File: src/rtl/fskdev_pkg.sv
package fskdev_pkg;

  typedef enum logic [2:0] {
    MODE_BIN  = 3'b000,
    MODE_QUAD = 3'b001
  } fsk_mode_e;

  // Symbol level selection: sign and whether the magnitude is tripled
  typedef struct packed {
    logic neg;
    logic triple;
  } level_t;

  // Gray-ordered four-level map; binary uses the bit as sign only
  function automatic level_t level_of(logic quad, logic [1:0] sym);
    level_t l;
    if (quad) begin
      unique case (sym)
        2'b00:   begin l.neg = 1'b1; l.triple = 1'b1; end
        2'b01:   begin l.neg = 1'b1; l.triple = 1'b0; end
        2'b11:   begin l.neg = 1'b0; l.triple = 1'b0; end
        default: begin l.neg = 1'b0; l.triple = 1'b1; end
      endcase
    end else begin
      l.neg    = ~sym[0];
      l.triple = 1'b0;
    end
    return l;
  endfunction

  // Unsigned magnitude of the offset for one level
  function automatic int unsigned dev_mag(int unsigned code, logic triple, logic half);
    int unsigned eff;
    int unsigned prod;
    eff  = (code == 0) ? 1 : code;
    prod = triple ? (eff * 3) : eff;
    return half ? ((prod + 1) >> 1) : prod;
  endfunction

endpackage

File: src/rtl/fskdev_sym_asm.sv
module fskdev_sym_asm (
  input  logic       clk,
  input  logic       rst_n,
  input  logic       quad_i,
  input  logic       bit_stb_i,
  input  logic       bit_i,
  output logic       sym_done_o,
  output logic [1:0] sym_o,
  output logic       pend_o
);

  logic pend_q;
  logic first_q;

  // A symbol completes on every bit in binary mode, on the second bit in quad mode
  assign sym_done_o = bit_stb_i & (~quad_i | pend_q);
  assign sym_o      = quad_i ? {first_q, bit_i} : {bit_i, bit_i};
  assign pend_o     = pend_q;

  always_ff @(posedge clk or negedge rst_n) begin
    if (!rst_n) begin
      pend_q  <= 1'b0;
      first_q <= 1'b0;
    end else if (!quad_i) begin
      pend_q  <= 1'b0;
    end else if (bit_stb_i) begin
      pend_q <= ~pend_q;
      if (!pend_q) first_q <= bit_i;
    end
  end

endmodule

File: src/rtl/fskdev_level_map.sv
module fskdev_level_map
  import fskdev_pkg::*;
(
  input  logic       quad_i,
  input  logic [1:0] sym_i,
  output logic       neg_o,
  output logic       triple_o
);

  level_t lvl;

  always_comb begin
    lvl      = level_of(quad_i, sym_i);
    neg_o    = lvl.neg;
    triple_o = lvl.triple;
  end

endmodule

File: src/rtl/fskdev_scaler.sv
module fskdev_scaler
  import fskdev_pkg::*;
#(
  parameter int CODE_W = 9
) (
  input  logic                     [CODE_W-1:0] code_i,
  input  logic                                  half_i,
  input  logic                                  neg_i,
  input  logic                                  triple_i,
  output logic signed              [CODE_W+2:0] off_o
);

  localparam int MAG_W = CODE_W + 2;
  localparam int OUT_W = CODE_W + 3;

  logic [MAG_W-1:0] mag;
  logic signed [OUT_W-1:0] pos;

  always_comb begin
    mag   = MAG_W'(dev_mag(int'(code_i), triple_i, half_i));
    pos   = $signed({1'b0, mag});
    off_o = neg_i ? -pos : pos;
  end

endmodule

File: src/rtl/fsk_dev_gen.sv
module fsk_dev_gen
  import fskdev_pkg::*;
#(
  parameter int CODE_W = 9
) (
  input  logic                     clk,
  input  logic                     rst_n,
  input  logic [2:0]               mode_i,
  input  logic [CODE_W-1:0]        code_i,
  input  logic                     div2_i,
  input  logic                     bit_stb_i,
  input  logic                     bit_i,
  output logic signed [CODE_W+2:0] offset_o
);

  localparam int OUT_W = CODE_W + 3;

  // Named internal events, also used by the checker
  logic                    quad_mode;
  logic                    sym_done;
  logic [1:0]              sym;
  logic                    pair_pend;
  logic                    lvl_neg;
  logic                    lvl_triple;
  logic signed [OUT_W-1:0] next_off;
  logic signed [OUT_W-1:0] off_q;

  assign quad_mode = (mode_i == MODE_QUAD);

  fskdev_sym_asm u_asm (
    .clk        (clk),
    .rst_n      (rst_n),
    .quad_i     (quad_mode),
    .bit_stb_i  (bit_stb_i),
    .bit_i      (bit_i),
    .sym_done_o (sym_done),
    .sym_o      (sym),
    .pend_o     (pair_pend)
  );

  fskdev_level_map u_map (
    .quad_i   (quad_mode),
    .sym_i    (sym),
    .neg_o    (lvl_neg),
    .triple_o (lvl_triple)
  );

  fskdev_scaler #(.CODE_W(CODE_W)) u_scale (
    .code_i   (code_i),
    .half_i   (div2_i),
    .neg_i    (lvl_neg),
    .triple_i (lvl_triple),
    .off_o    (next_off)
  );

  always_ff @(posedge clk or negedge rst_n) begin
    if (!rst_n)        off_q <= '0;
    else if (sym_done) off_q <= next_off;
  end

  assign offset_o = off_q;

endmodule

File: config.mk
export PLATFORM = sky130hd
export DESIGN_NAME = fsk_dev_gen
export DESIGN_NICKNAME = d
export VERILOG_FILES = /design/src/rtl/fskdev_pkg.sv /design/src/rtl/fskdev_sym_asm.sv /design/src/rtl/fskdev_level_map.sv /design/src/rtl/fskdev_scaler.sv /design/src/rtl/fsk_dev_gen.sv
export SDC_FILE = /design/constraint.sdc
export NUM_CORES = 1
export LEC_CHECK = 0
export BUFFER_PORTS_ARGS = -buffer_cell sky130_fd_sc_hd__buf_2
export CELL_PAD_IN_SITES_DETAIL_PLACEMENT = 1
export CELL_PAD_IN_SITES_GLOBAL_PLACEMENT = 2
export CORE_MARGIN = 2
export CORE_UTILIZATION = 30
export CTS_CLUSTER_SIZE = 20
export DETAILED_ROUTE_END_ITERATION = 8
export HOLD_SLACK_MARGIN = 0.06
export PLACE_DENSITY_LB_ADDON = 0.25
export SKIP_LAST_GASP = 1
export SYNTH_ARGS = -nofsm -noshare
export SYNTH_HDL_FRONTEND = slang
export SYNTH_SLANG_ARGS = --single-unit
File: constraint.sdc
create_clock -name clk -period 2.35 [get_ports clk]
set_input_delay 0.47 -clock clk [delete_from_list [all_inputs] [get_ports clk]]
set_output_delay 0.47 -clock clk [all_outputs]
set_load 0.02 [all_outputs]
# Word-level counts from Yosys, hierarchy flattened

Cells that the tools add are included.

Bitwise gates (word level): 5
Reductions and logical operators: 3
Multiplexer cells: 9
$mul: 1
Equal/unequal tests: 4
Add/subtract/negate cells: 2

Operators with widths:

| kind                  | count |
|---|---|
| $mul 32x2->12 const B | 1 |
| $mux 12               | 2 |
| $add 12x1->12 const B | 1 |
| $neg 11->12           | 1 |
| $mux 11               | 1 |
| $logic_not 9->1       | 1 |
| $mux 9                | 1 |
| $pmux 2 s3            | 1 |
| $mux 2                | 2 |
| $eq 3x1->1 const B    | 1 |
| $not 1->1             | 3 |
| $reduce_and 3->1      | 1 |
| $eq 2x1->1 const B    | 1 |
| $eq 2x2->1 const B    | 1 |
| $logic_not 2->1       | 1 |
| $mux 1                | 2 |
| $ne 2x2->1 const B    | 1 |
| $and 1x1->1           | 1 |
| $or 1x1->1            | 1 |

Output and inout port bits: 12
Logic and storage cells: 27
Bits in registers: 14
Input port bits: 17

# Logic depth before layout (Yosys ltp)

Gate-level depths: netlist (run 1).

Depth in word-level cells: 10
Gate-level depth with buffers: 16
Mapped depth without buffers: 14

# Hierarchy

Synthesis (run 1) repeated with hierarchy kept, for this count alone.

Cells, all modules: 213
Area, all modules: 1,881.8 µm²

By module, submodules not included:

| module           | area an instance (µm²) | cells each | sequential area each (µm²) | instances |
|---|---|---|---|---|
| fskdev_scaler    | 1,256.2                | 175        | 0.0                        | 1 |
| fsk_dev_gen      | 491.7                  | 26         | 300.3                      | 1 |
| fskdev_sym_asm   | 117.6                  | 10         | 50.0                       | 1 |
| fskdev_level_map | 16.3                   | 2          | 0.0                        | 1 |

# Worst setup path after synthesis (run 1)

No wires, ideal clock.

Path kind: input to register
Start point: input port code_i[2]
End point: register off_q[10] (netlist: offset_o[10])
Arrival: 3,680 ps
Stages: 14
Required time: 2,219 ps
Path buffers: 3
Path slack: -1,461 ps
Setup time: 131 ps
Path through: clkbuf_1 -> clkbuf_1 -> clkbuf_1 -> ha_1 -> a31oi_1 -> mux2i_1 -> nor3_1 -> or2_2 -> a31oi_1 -> nand4_1 -> or3b_1 -> o41ai_2 -> xor2_1 -> o21ai_1

Cells in the longest elaborated chain, start to end: 8

Ends and longest elaborated chain:

| element              | RTL line            | text |
|---|---|---|
| from (decl)          | fsk_dev_gen.sv:9    | `input logic [CODE_W-1:0] code_i,` |
| $logic_not 9->1      | fskdev_pkg.sv:35    | `eff = (code == 0) ? 1 : code;` |
| $mux 9 *             | fskdev_pkg.sv:35    |  |
| $mul 32x2->12        | fskdev_pkg.sv:36    | `prod = triple ? (eff * 3) : eff;` |
| $mux 12 *            | fskdev_pkg.sv:36    |  |
| $add 12x1->12        | fskdev_pkg.sv:37    | `return half ? ((prod + 1) >> 1) : prod;` |
| $mux 11 *            | fskdev_pkg.sv:37    |  |
| $neg 11->12          | fskdev_scaler.sv:22 | `off_o = neg_i ? -pos : pos;` |
| $mux 12 *            | fskdev_scaler.sv:22 |  |
| to (signal assigned) | fsk_dev_gen.sv:58   | `else if (sym_done) off_q <= next_off;` |
| to (decl)            | fsk_dev_gen.sv:26   | `logic signed [OUT_W-1:0] off_q;` |

Every way passes the cells marked *; elsewhere a longest branch is shown, timed or not.
A chain may end at the register's enable or synchronous reset.

# Worst setup path after layout (run 1)

Start point: input port code_i[1]
End point: register off_q[10] (netlist: offset_o[10])

The elaborated chain is that of the path after synthesis.

==> results of run 1 <==
metal layers:
layer	vias to the layer above	GRT usage	wire length, um
li1	1155	-	-
met1	1078	0.227	2850
met2	25	0.352	3450
met3	7	0.00890	102
met4	0	0.0396	61
met5	-	0	0
sequential cells by signal, summed over array words and instances, names as in the netlist:
signal	cells
u_asm.first_q	1
offset_o	12
u_asm.pend_o	1
through the flow:
stage	hold slack [ps]	total power, W
2_1_floorplan	174	0.000661
6_report	103	0.00119
3_3_place_gp	373	0.000874
3_5_place_dp	379	0.000889
5_1_grt	130	0.00128
4_1_cts	118	0.00117
cells by family (layout without fill, tap and decap cells):
| logic type | count (synthesis) | in the layout | share of synthesized area |
|---|---|---|---|
| and+or+nand+nor | 111 | 111 | 0.326 |
| AOI/OAI and AO/OA | 73 | 73 | 0.261 |
| buffers and inverters | 30 | 129 | 0.0684 |
| xor gates and xnor gates | 14 | 14 | 0.0638 |
| DFF | 14 | 14 | 0.182 |
| muxes | 10 | 10 | 0.0547 |
| adders and majority gates | 6 | 6 | 0.0430 |
synthesized netlist by cell type (4+ instances only):
cell / n
nand2b_1: 9
and2_1: 5
ha_1: 5
nand4_1: 6
inv_1: 7
dfrtp_1: 14
o21ai_0: 14
nor4_1: 6
xnor2_1: 11
nor2b_1: 8
a31oi_1: 8
nor3_1: 5
nand3_1: 10
nor2_1: 14
mux2_2: 4
mux2i_1: 6
a311oi_1: 4
nand2_1: 25
a21oi_1: 11
clkbuf_1: 17
o21ai_1: 8
what timing repair did:
item	CTS	global route
pin swaps	22	17
hold endpoints to repair	0	0
setup buffers	9	4
gates resized for setup	32	22
setup endpoints to repair	11	11
hold buffers	0	0
worst paths after layout:
path                                             to  cells after the start  slack [ps]                 startpoint
min in group clk            offset_o[4]$_DFFE_PN0P_                      2         470    offset_o[4]$_DFFE_PN0P_
setup reg to reg            offset_o[3]$_DFFE_PN0P_                      4         980  u_asm.first_q$_DFFE_PN0P_
setup / recovery           offset_o[10]$_DFFE_PN0P_                     15        -820                  code_i[1]
hold / removal              offset_o[2]$_DFFE_PN0P_                      1         100                      rst_n
max in group asynchronous  offset_o[10]$_DFFE_PN0P_                      1        2010                      rst_n
hold reg to reg             offset_o[4]$_DFFE_PN0P_                      2         470    offset_o[4]$_DFFE_PN0P_
where the power goes:
part	internal (W)	switching, W
sequential	0.000283	0.0000188
combinational	0.000322	0.000335
clock	0.000148	0.0000856
final cells by class:
| cell class | instances | area, sq um | share of cell area |
|---|---|---|---|
| multi-input cells | 214 | 1790 | 0.559 |
| repair buffers | 118 | 880 | 0.275 |
| flip-flops and latches | 14 | 350 | 0.110 |
| well taps | 77 | 96.3 | 0.0301 |
| clock buffers | 4 | 55.1 | 0.0172 |
| inverters | 7 | 28.8 | 0.00899 |
==> metrics.md, run 1 <==
| Metric | Value |
|---|---|
| Commonest non-fill, non-tap cell in the layout | buf_4 |
| Hold crit path type | primary input to asynchronous set/reset pin |
| Critical path's top delay family | simple AND/OR/NAND/NOR gates |
| Critical Path Slowest Stage Cell | fa_2 |
| Synth area leaders | dfrtp_1, xnor2_1, nand2_1, o21ai_0, clkbuf_1 |
| Cell Area, Placed | 0.00280 sq mm |
| # IOs | 29 |
| CTS buffer count | 3 |
| Layout cells sized above 1 | 0.521 |
| First DRT Iteration DRCs | 41 |
| Final nets | 381 |
| Fill cell count | 761 |
| Synth async-reset ratio | 1.00 |
| RePlAce Congestion | 0.835 |
| Die height | 84.0 um |
| Slew Limit Fails | 0 |
| First-pass GRT wire length | 10.9 mm |
| Number of routed nets with antenna violations | 0 |
| Post-synth top area share | 0.182 |
| Clock root buffer master | clkbuf_8 |
| Number of flops mapped to enable cells by yosys | 0 |
| Clock latency at the later pin of the worst-skew pair | 240 ps |
| Reg clk slew, reported paths | 60 ps |
| Die area | 0.00706 sq mm |
| RSZ-0062 raised after global routing | yes |
| Vias post-DR | 2,265 |
| Worst setup EP type | register |
| Status | finished, violations left |
| Cell count after synthesis | 258 |
| Final setup violation count | 11 |
| DP HPWL | 5.06 mm |
| Initial antenna violation count | 0 |
| Rel. slew slack | 0.718 |
| Tcrit/Tclk final | 1.35 |
| Area grow syn2layout | 66.6% |
| Commonest non-fill, non-tap cells in the layout | buf_4, nand2_1, buf_2 |
| Initial core utilization | 0.306 |
| Cell Area, Synth | 0.00192 sq mm |
| Syn avg cell area | 7.44 sq um |
| Sequential fraction of the synthesis area | 0.182 |
| Fin area | 0.00320 sq mm |
| Worst setup SP type | primary input |
| Pwr/cell area | 373 mW/mm^2 |
| Synth area leader | dfrtp_1 |
| Worst Tran Pin Value | 421 ps |
| H-Tree Depth | 1 |
| Ant diodes | 0 |
| Final min period | 3170 ps |
| Core area | 0.00628 sq mm |
| Seq cells post-synth | 14 |
| Leakage | 1.35 nW |
| Vias per inst | 5.22 |
| Die Span X | 84.0 um |
| Failing checks | negative setup slack |
| Port bufs | 28 |
| First-pass iteration count of the detailed router | 4 |
| Critical path class | primary input to register |
| Count of cell types in the netlist | 65 |
| Final Hold Viols | 0 |
| CTS tree | built |
| Final wirelength | 6.47 mm |
| Dpl ws | -1300 ps |
| Final setup margin | -821 ps |
| GRT overflow | 0 |
| Peak Freq | 315 MHz |
| Worst vdd ir | 409 uV |
| CTS Sinks | 14 |
| Setup TNS | -6180 ps |
| Routed len/inst | 14.9 um |
| Post-Place Cells | 417 |
| Dominant synthesized flop cell | dfrtp_1 |
| Ys Warns | 0 |
| Buffer depth of the longest clock path | 2 |
| Crit path buffers/inverters | 3 |
| Fin cells | 434 |
| Worst Path Max Fanout | 4 |
| Post-route DRC | 0 |
| GRT Resource Usage Total | 0.184 |
| Largest net degree at the start of global routing | 20 |
| Worst Skew | 4.20 ps |
| Worst-path cell chain | buf_8, buf_12, nand2_4, fa_2, buf_4, nor2b_2, nand4_1, and3_4, o21ba_4, a211oi_2, nand3b_1, or3b_4, o41ai_4, xor2_1, o21ai_1 |
| Arr. time, crit path | 3300 ps |
| Required @ worst endpoint | 2480 ps |
| Row cnt | 29 |
| Vias in the first global route | 2,339 |
| CP peak stage delay | 490 ps |
| Max-Cap Viols | 0 |
| Utilization after layout | 0.510 |
| Post-Syn Nets | 281 |
No activity file was read; power rests on OpenSTA's default activity.
==> inputs of run 2 (changes only) <==
--- a/config.mk
+++ b/config.mk
@@ -13,7 +13,7 @@
 export CTS_CLUSTER_SIZE = 20
 export DETAILED_ROUTE_END_ITERATION = 8
 export HOLD_SLACK_MARGIN = 0.06
-export PLACE_DENSITY_LB_ADDON = 0.25
+export PLACE_DENSITY_LB_ADDON = 0.1
 export SKIP_LAST_GASP = 1
 export SYNTH_ARGS = -nofsm -noshare
 export SYNTH_HDL_FRONTEND = slang
==> constraint.sdc (replaced) <==
create_clock -name clk -period 2.35 [get_ports clk]
set_input_delay 0.47 -clock clk [delete_from_list [all_inputs] [get_ports clk]]
set_output_delay 0.47 -clock clk [all_outputs]
set_load 0.01 [all_outputs]
==> run 2 against run 1 <==
  * The run still ends with negative setup slack left
  * Maximum frequency fell by 0.44%
  * Global-route usage rose by 1.5 points
  * Clock-buffer cell count fell by 1
  * Power fell by 1.3%
  * Utilization rose by 4.0 points
  * Clock skew fell by 3.1 ps
  * Sequential share of layout area fell by 0.79 points
  * Flip-flop and latch count did not move
  * Combinational power rose by 4.6%
  * Via count rose by 2.9%
  * Sequential power barely moved
  * Wire length rose by 9.8%
==> metrics.md, run 2 (synthesis results as in run 1) <==
| Metric | Value |
|---|---|
| Commonest non-fill, non-tap cells in the layout | buf_4, nand2_1, buf_2 |
| First DRT Iteration DRCs | 40 (-2.4%) |
| # IOs | 29 (unchanged) |
| Max-Cap Viols | 0 (unchanged) |
| Critical path class | primary input to register |
| Reg2Reg Depth | 4 (unchanged) |
| Most used cell, CP | buf_6 |
| Commonest non-fill, non-tap cell in the layout | buf_4 |
| Worst R2R Start | u_asm.first_q$_DFFE_PN0P_ |
| Core area | 0.00628 sq mm (unchanged) |
| Routed len/inst | 15.9 um (+6.8%) |
| Worst setup EP type | register |
| Final wirelength | 7.10 mm (+9.8%) |
| Worst Tran Pin Value | 426 ps (+5.02 ps) |
| Largest net degree at the start of global routing | 23 (+15%) |
| Initial antenna violation count | 0 (unchanged) |
| Worst Skew | 1.08 ps (-3.12 ps) |
| Reg clk slew, reported paths | 50 ps (about the same) |
| Failing checks | negative setup slack |
| Final setup violation count | 11 (unchanged) |
| Status | finished, violations left |
| Initial core utilization | 0.306 (unchanged) |
| Fill cell count | 747 (-1.8%) |
| Post-Place Cells | 412 (-1.2%) |
| Final setup margin | -835 ps (-13.9 ps) |
| Top routing layer in use | met4 |
| Crit path buffers/inverters | 4 (+1) |
| Ant diodes | 0 (unchanged) |
| Peak Freq | 314 MHz (-0.44%) |
| Metal-1 WL | 3.08 mm (+8.0%) |
| Worst vdd ir | 307 uV (-25%) |
| DP HPWL | 4.96 mm (-1.9%) |
| Leakage | 1.48 nW (+9.4%) |
| Vias post-DR | 2,331 (+2.9%) |
| Die area | 0.00706 sq mm (unchanged) |
| Critical Path Slowest Stage Cell | or3b_4 |
| Row cnt | 29 (unchanged) |
| Post-route DRC | 0 (unchanged) |
| CTS Sinks | 14 (unchanged) |
| Met3 wire len | 93 um (-8.8%) |
| RePlAce Congestion | 0.775 (-7.1%) |
| Fin cells | 446 (+2.8%) |
| H-Tree Depth | 1 (unchanged) |
| Slew Limit Fails | 0 (unchanged) |
| Area grow syn2layout | 79.6% |
| Clock root buffer master | clkbuf_8 |
| Vias in the first global route | 2,393 (+2.3%) |
| Required @ worst endpoint | 2470 ps (about the same) |
| Port bufs | 28 (unchanged) |
| CP peak stage delay | 450 ps (-40 ps) |
| Final nets | 394 (+3.4%) |
| CTS tree | built |
| First-pass iteration count of the detailed router | 4 (unchanged) |
| Reg-to-Reg End | offset_o[2]$_DFFE_PN0P_ |
| Hold slack final | 114 ps (+11.0 ps) |
| Number of routed nets with antenna violations | 0 (unchanged) |
| Setup TNS | -7390 ps (-1210 ps) |
| Met2 WL post-DR | 3.83 mm (+11%) |
| GRT Resource Usage Total | 0.200 (+0.0152) |
| Final min period | 3180 ps (+13.9 ps) |
| Vias per inst | 5.23 (+0.14%) |
| Worst setup SP type | primary input |
| Die Span X | 84.0 um (unchanged) |
| Critical path's top delay family | simple AND/OR/NAND/NOR gates |
| Tcrit/Tclk final | 1.36 (+0.00592) |
| RSZ-0062 raised after global routing | yes |
| Power Total | 0.00118 W (-1.3%) |
| Buffer depth of the longest clock path | 2 (unchanged) |
| Reg2reg setup slack | 1010 ps (+30 ps) |
| GRT overflow | 0 (unchanged) |
| Final Hold Viols | 0 (unchanged) |
| Die height | 84.0 um (unchanged) |
| Max reg flops | 12 (unchanged) |
| Pwr/cell area | 341 mW/mm^2 (-8.5%) |
| CTS buffer count | 3 (unchanged) |
| Layout cells sized above 1 | 0.545 (+0.0237) |
| Worst Path Max Fanout | 4 (unchanged) |
| Worst-path cell chain | buf_8, buf_6, ha_4, a31oi_4, mux2i_4, buf_6, nor3_2, or2_4, a32oi_2, nand4_1, or3b_4, buf_6, o21ai_2, xnor2_1, o21ai_1 |
| Clock latency at the later pin of the worst-skew pair | 240 ps (about the same) |
| Rel. slew slack | 0.714 (-0.00396) |
| Hold crit path type | primary input to asynchronous set/reset pin |
| Arr. time, crit path | 3310 ps (about the same) |
| First-pass GRT wire length | 11.6 mm (+6.0%) |
[run 2: cell types whose count changed in the layout (fill, tap and decap cells not counted), moves of 3 or more]
cell and change:
buf_6 +13, o21ai_0 -3, nor3b_4 +3, o21ai_1 +3
[run 2: worst max-delay path by stage]
stage | startpoint | to | slack, ps | cells past startpoint
6_report | code_i[2] | offset_o[8]$_DFFE_PN0P_ | -830 | 15
3_3_place_gp | code_i[1] | offset_o[10]$_DFFE_PN0P_ | -1240 | 14
2_1_floorplan | mode_i[1] | offset_o[10]$_DFFE_PN0P_ | -1050 | 11
3_5_place_dp | code_i[1] | offset_o[10]$_DFFE_PN0P_ | -1250 | 16
4_1_cts | mode_i[1] | offset_o[10]$_DFFE_PN0P_ | -800 | 11
5_1_grt | code_i[8] | offset_o[10]$_DFFE_PN0P_ | -1000 | 16
[run 2: per-layer routing]
| metal | vias to the layer above | GRT usage |
|---|---|---|
| li1 | 1174 | - |
| met1 | 1127 | 0.237 |
| met2 | 24 | 0.378 |
| met3 | 6 | 0.0119 |
| met4 | 0 | 0.0660 |
| met5 | - | 0 |
[run 2: area by class of cell]
type | instances | area (sq um) | share of cell area
sequential | 14 | 350 | 0.102
clock buffer | 3 | 41.3 | 0.0120
multi-input combinational | 214 | 1890 | 0.548
tap | 77 | 96.3 | 0.0279
inverter | 7 | 26.3 | 0.00762
timing repair buffer | 131 | 1050 | 0.303
[run 2: through the flow]
step / utilization / setup slack, ps / instance area (sq um)
2_1_floorplan: - / -1050 / 2150
3_3_place_gp: 0.441 / -1240 / 2770
3_5_place_dp: 0.441 / -1250 / 2770
4_1_cts: 0.508 / -803 / 3190
5_1_grt: 0.550 / -999 / 3450
6_report: 0.550 / -835 / 3450
[run 2: what timing repair did]
action                     CTS  global route
buffers inserted            24            13
setup endpoints to repair   11            11
hold buffers                 0             0
resized for setup           49            37
pin swaps                   33            26
[run 2: power by group]
part / switching, W / internal [W]
registers: 0.0000196 / 0.000284
logic: 0.000331 / 0.000355
clock network: 0.0000742 / 0.000113
==> inputs of run 3 (changes only) <==
--- a/config.mk
+++ b/config.mk
@@ -13,7 +13,8 @@
 export CTS_CLUSTER_SIZE = 20
 export DETAILED_ROUTE_END_ITERATION = 8
 export HOLD_SLACK_MARGIN = 0.06
-export PLACE_DENSITY_LB_ADDON = 0.1
+export MAX_ROUTING_LAYER = met4
+export PLACE_DENSITY_LB_ADDON = 0.05
 export SKIP_LAST_GASP = 1
 export SYNTH_ARGS = -nofsm -noshare
 export SYNTH_HDL_FRONTEND = slang
==> run 3 against run 2 <==
  * The flow still finishes with violations (negative setup slack)
  * Combinational power fell by 4.5%
  * Sequential share of layout area rose by 0.51 points
  * Clock-buffer cell count rose by 1
  * Register-to-register slack got worse by 50 ps
  * Design area down 4.8%
  * Global-route usage shrank 0.36 points
  * Via count down 2.1%
  * Wire length is 4.5% lower
  * Clock power grew 23%
  * Utilization decreased by 2.7 points
  * Power is 1.1% higher
==> metrics.md, run 3 (synthesis results as in run 1) <==
| Metric | Value |
|---|---|
| Status | finished, violations left |
| Failing checks | negative setup slack |
| Worst Skew | 2.89 ps (+1.81 ps) |
| Layout cells sized above 1 | 0.533 (-0.0121) |
| Worst vdd ir | 374 uV (+22%) |
| Die height | 84.0 um (unchanged) |
| Area grow syn2layout | 70.9% |
| Seq pwr share | 0.255 (-0.003) |
| Initial antenna violation count | 0 (unchanged) |
| Port bufs | 28 (unchanged) |
| Combinational share of power | 0.551 (-0.032) |
| Peak Freq | 317 MHz (+0.88%) |
| Largest net degree at the start of global routing | 20 (-13%) |
| DP HPWL | 5.22 mm (+5.2%) |
| Clock root buffer master | clkbuf_8 |
| First DRT Iteration DRCs | 44 (+10%) |
| Core area | 0.00628 sq mm (unchanged) |
| Worst-path cell chain | buf_8, or4b_4, or4_4, a21boi_4, o31ai_4, and4b_1, a221o_1, or3b_4, o41ai_4, xor2_1, o21ai_1 |
| GRT Resource Usage Total | 0.196 (-0.00356) |
| Required @ worst endpoint | 2470 ps (about the same) |
| Max-Cap Viols | 0 (unchanged) |
| Critical Path Slowest Stage Cell | or4_4 |
| Hold crit path type | primary input to asynchronous set/reset pin |
| Crit path buffers/inverters | 1 (-3) |
| Worst Path Max Fanout | 3 (-1) |
| Worst Tran Pin Value | 412 ps (-13.8 ps) |
| First-pass iteration count of the detailed router | 4 (unchanged) |
| NetSw | 0.000425 W (-0.10%) |
| Critical Path Stages | 11 (-4) |
| Commonest non-fill, non-tap cells in the layout | buf_4, nand2_1, buf_2 |
| Vias in the first global route | 2,295 (-4.1%) |
| Buffer depth of the longest clock path | 2 (unchanged) |
| Die Span X | 84.0 um (unchanged) |
| Utilization after layout | 0.523 (-0.0265) |
| Final wirelength | 6.78 mm (-4.5%) |
| Post-Place Cells | 412 (unchanged) |
| Final Hold Viols | 0 (unchanged) |
| Reg2Reg Depth | 4 (unchanged) |
| Internal power | 0.000765 W (+1.8%) |
| Clock group share of total power | 0.193 (+0.034) |
| Hold slack final | 113 ps (-0.976 ps) |
| CTS tree | built |
| GRT overflow | 0 (unchanged) |
| Final nets | 377 (-4.3%) |
| Rel. slew slack | 0.724 (+0.00994) |
| Cell Area, Placed | 0.00275 sq mm (-0.45%) |
| Routed len/inst | 15.8 um (-0.90%) |
| Worst setup EP type | register |
| Pwr/cell area | 362 mW/mm^2 (+6.2%) |
| H-Tree Depth | 1 (unchanged) |
| Slew Limit Fails | 0 (unchanged) |
| Sw frac | 0.357 (-0.00426) |
| Initial core utilization | 0.306 (unchanged) |
| CP peak stage delay | 570 ps (+120 ps) |
| Final min period | 3160 ps (-27.8 ps) |
| # IOs | 29 (unchanged) |
| Clock latency at the later pin of the worst-skew pair | 240 ps (about the same) |
| Vias per inst | 5.30 (+1.5%) |
| Commonest non-fill, non-tap cell in the layout | buf_4 |
| Critical path class | primary input to register |
| Final setup margin | -807 ps (+27.8 ps) |
| Vias post-DR | 2,281 (-2.1%) |
| First-pass GRT wire length | 11.2 mm (-3.9%) |
| Arr. time, crit path | 3280 ps (-30 ps) |
| Worst setup SP type | primary input |
| CTS Sinks | 14 (unchanged) |
| Fin area | 0.00328 sq mm (-4.8%) |
| Max reg flops | 12 (unchanged) |
| Tcrit/Tclk final | 1.34 (-0.0118) |
| Number of routed nets with antenna violations | 0 (unchanged) |
| Die area | 0.00706 sq mm (unchanged) |
| RePlAce Congestion | 0.832 (+7.3%) |
| Fin cells | 430 (-3.6%) |
| Leakage | 1.37 nW (-7.5%) |
| Ant diodes | 0 (unchanged) |
| Reg clk slew, reported paths | 60 ps (about the same) |
| Critical path's top delay family | simple AND/OR/NAND/NOR gates |
| Row cnt | 29 (unchanged) |
| Post-route DRC | 0 (unchanged) |
| CTS buffer count | 3 (unchanged) |
| Setup TNS | -6110 ps (+1280 ps) |
| RSZ-0062 raised after global routing | yes |
| Final setup violation count | 11 (unchanged) |
[run 3: changes by cell type in the layout (fill, tap and decap cells not counted), moves of 3 or more]
cell and delta:
nor2_2 +3, o21ai_1 -3, buf_4 -4, nor2_1 -3, buf_6 -11, o21ai_2 +3
[run 3: final cells by class]
cell class	count	area [sq um]
multi-input combinational	214	1890
sequential	14	350
tap	77	96.3
fill	750	2990
clock buffer	4	55.1
timing repair buffer	114	862
inverter	7	31.3
[run 3: path summary, 6_finish.rpt]
path                                            from                        end  slack, ps
setup / recovery                           mode_i[1]   offset_o[10]$_DFFE_PN0P_       -810
hold / removal                                 rst_n  u_asm.first_q$_DFFE_PN0P_        110
setup reg to reg           u_asm.first_q$_DFFE_PN0P_    offset_o[3]$_DFFE_PN0P_        960
hold reg to reg              offset_o[4]$_DFFE_PN0P_    offset_o[4]$_DFFE_PN0P_        470
max in group asynchronous                      rst_n   offset_o[10]$_DFFE_PN0P_       2000
min in group clk             offset_o[4]$_DFFE_PN0P_    offset_o[4]$_DFFE_PN0P_        470
[run 3: metal layers]
| metal | track usage | vias up | routed length (um) |
|---|---|---|---|
| met4 | 0.0601 | 0 | 126 |
| met5 | - | - | 0 |
| li1 | - | 1147 | - |
| met1 | 0.239 | 1087 | 2930 |
| met3 | 0.00989 | 8 | 146 |
| met2 | 0.348 | 39 | 3580 |
[run 3: power groups by stage]
stage	clock [W]	combinational, W	sequential (W)
floorplan	0	0.000305	0.000327
global placement	0	0.000534	0.000305
detailed placement	0	0.000545	0.000309
CTS	0.000241	0.000612	0.000304
global route	0.000252	0.000713	0.000310
finish	0.000230	0.000656	0.000304
[run 3: per-stage QoR]
stage	setup WS [ps]	total power (W)
finish	-807	0.00119
global route	-959	0.00128
floorplan	-1050	0.000632
detailed placement	-1290	0.000854
CTS	-832	0.00116
global placement	-1230	0.000839
[run 3: what timing repair did]
action,CTS,global route
gates resized for setup,45,33
setup endpoints to repair,11,11
setup buffers,10,7
pin swaps,25,28
hold buffers,0,0
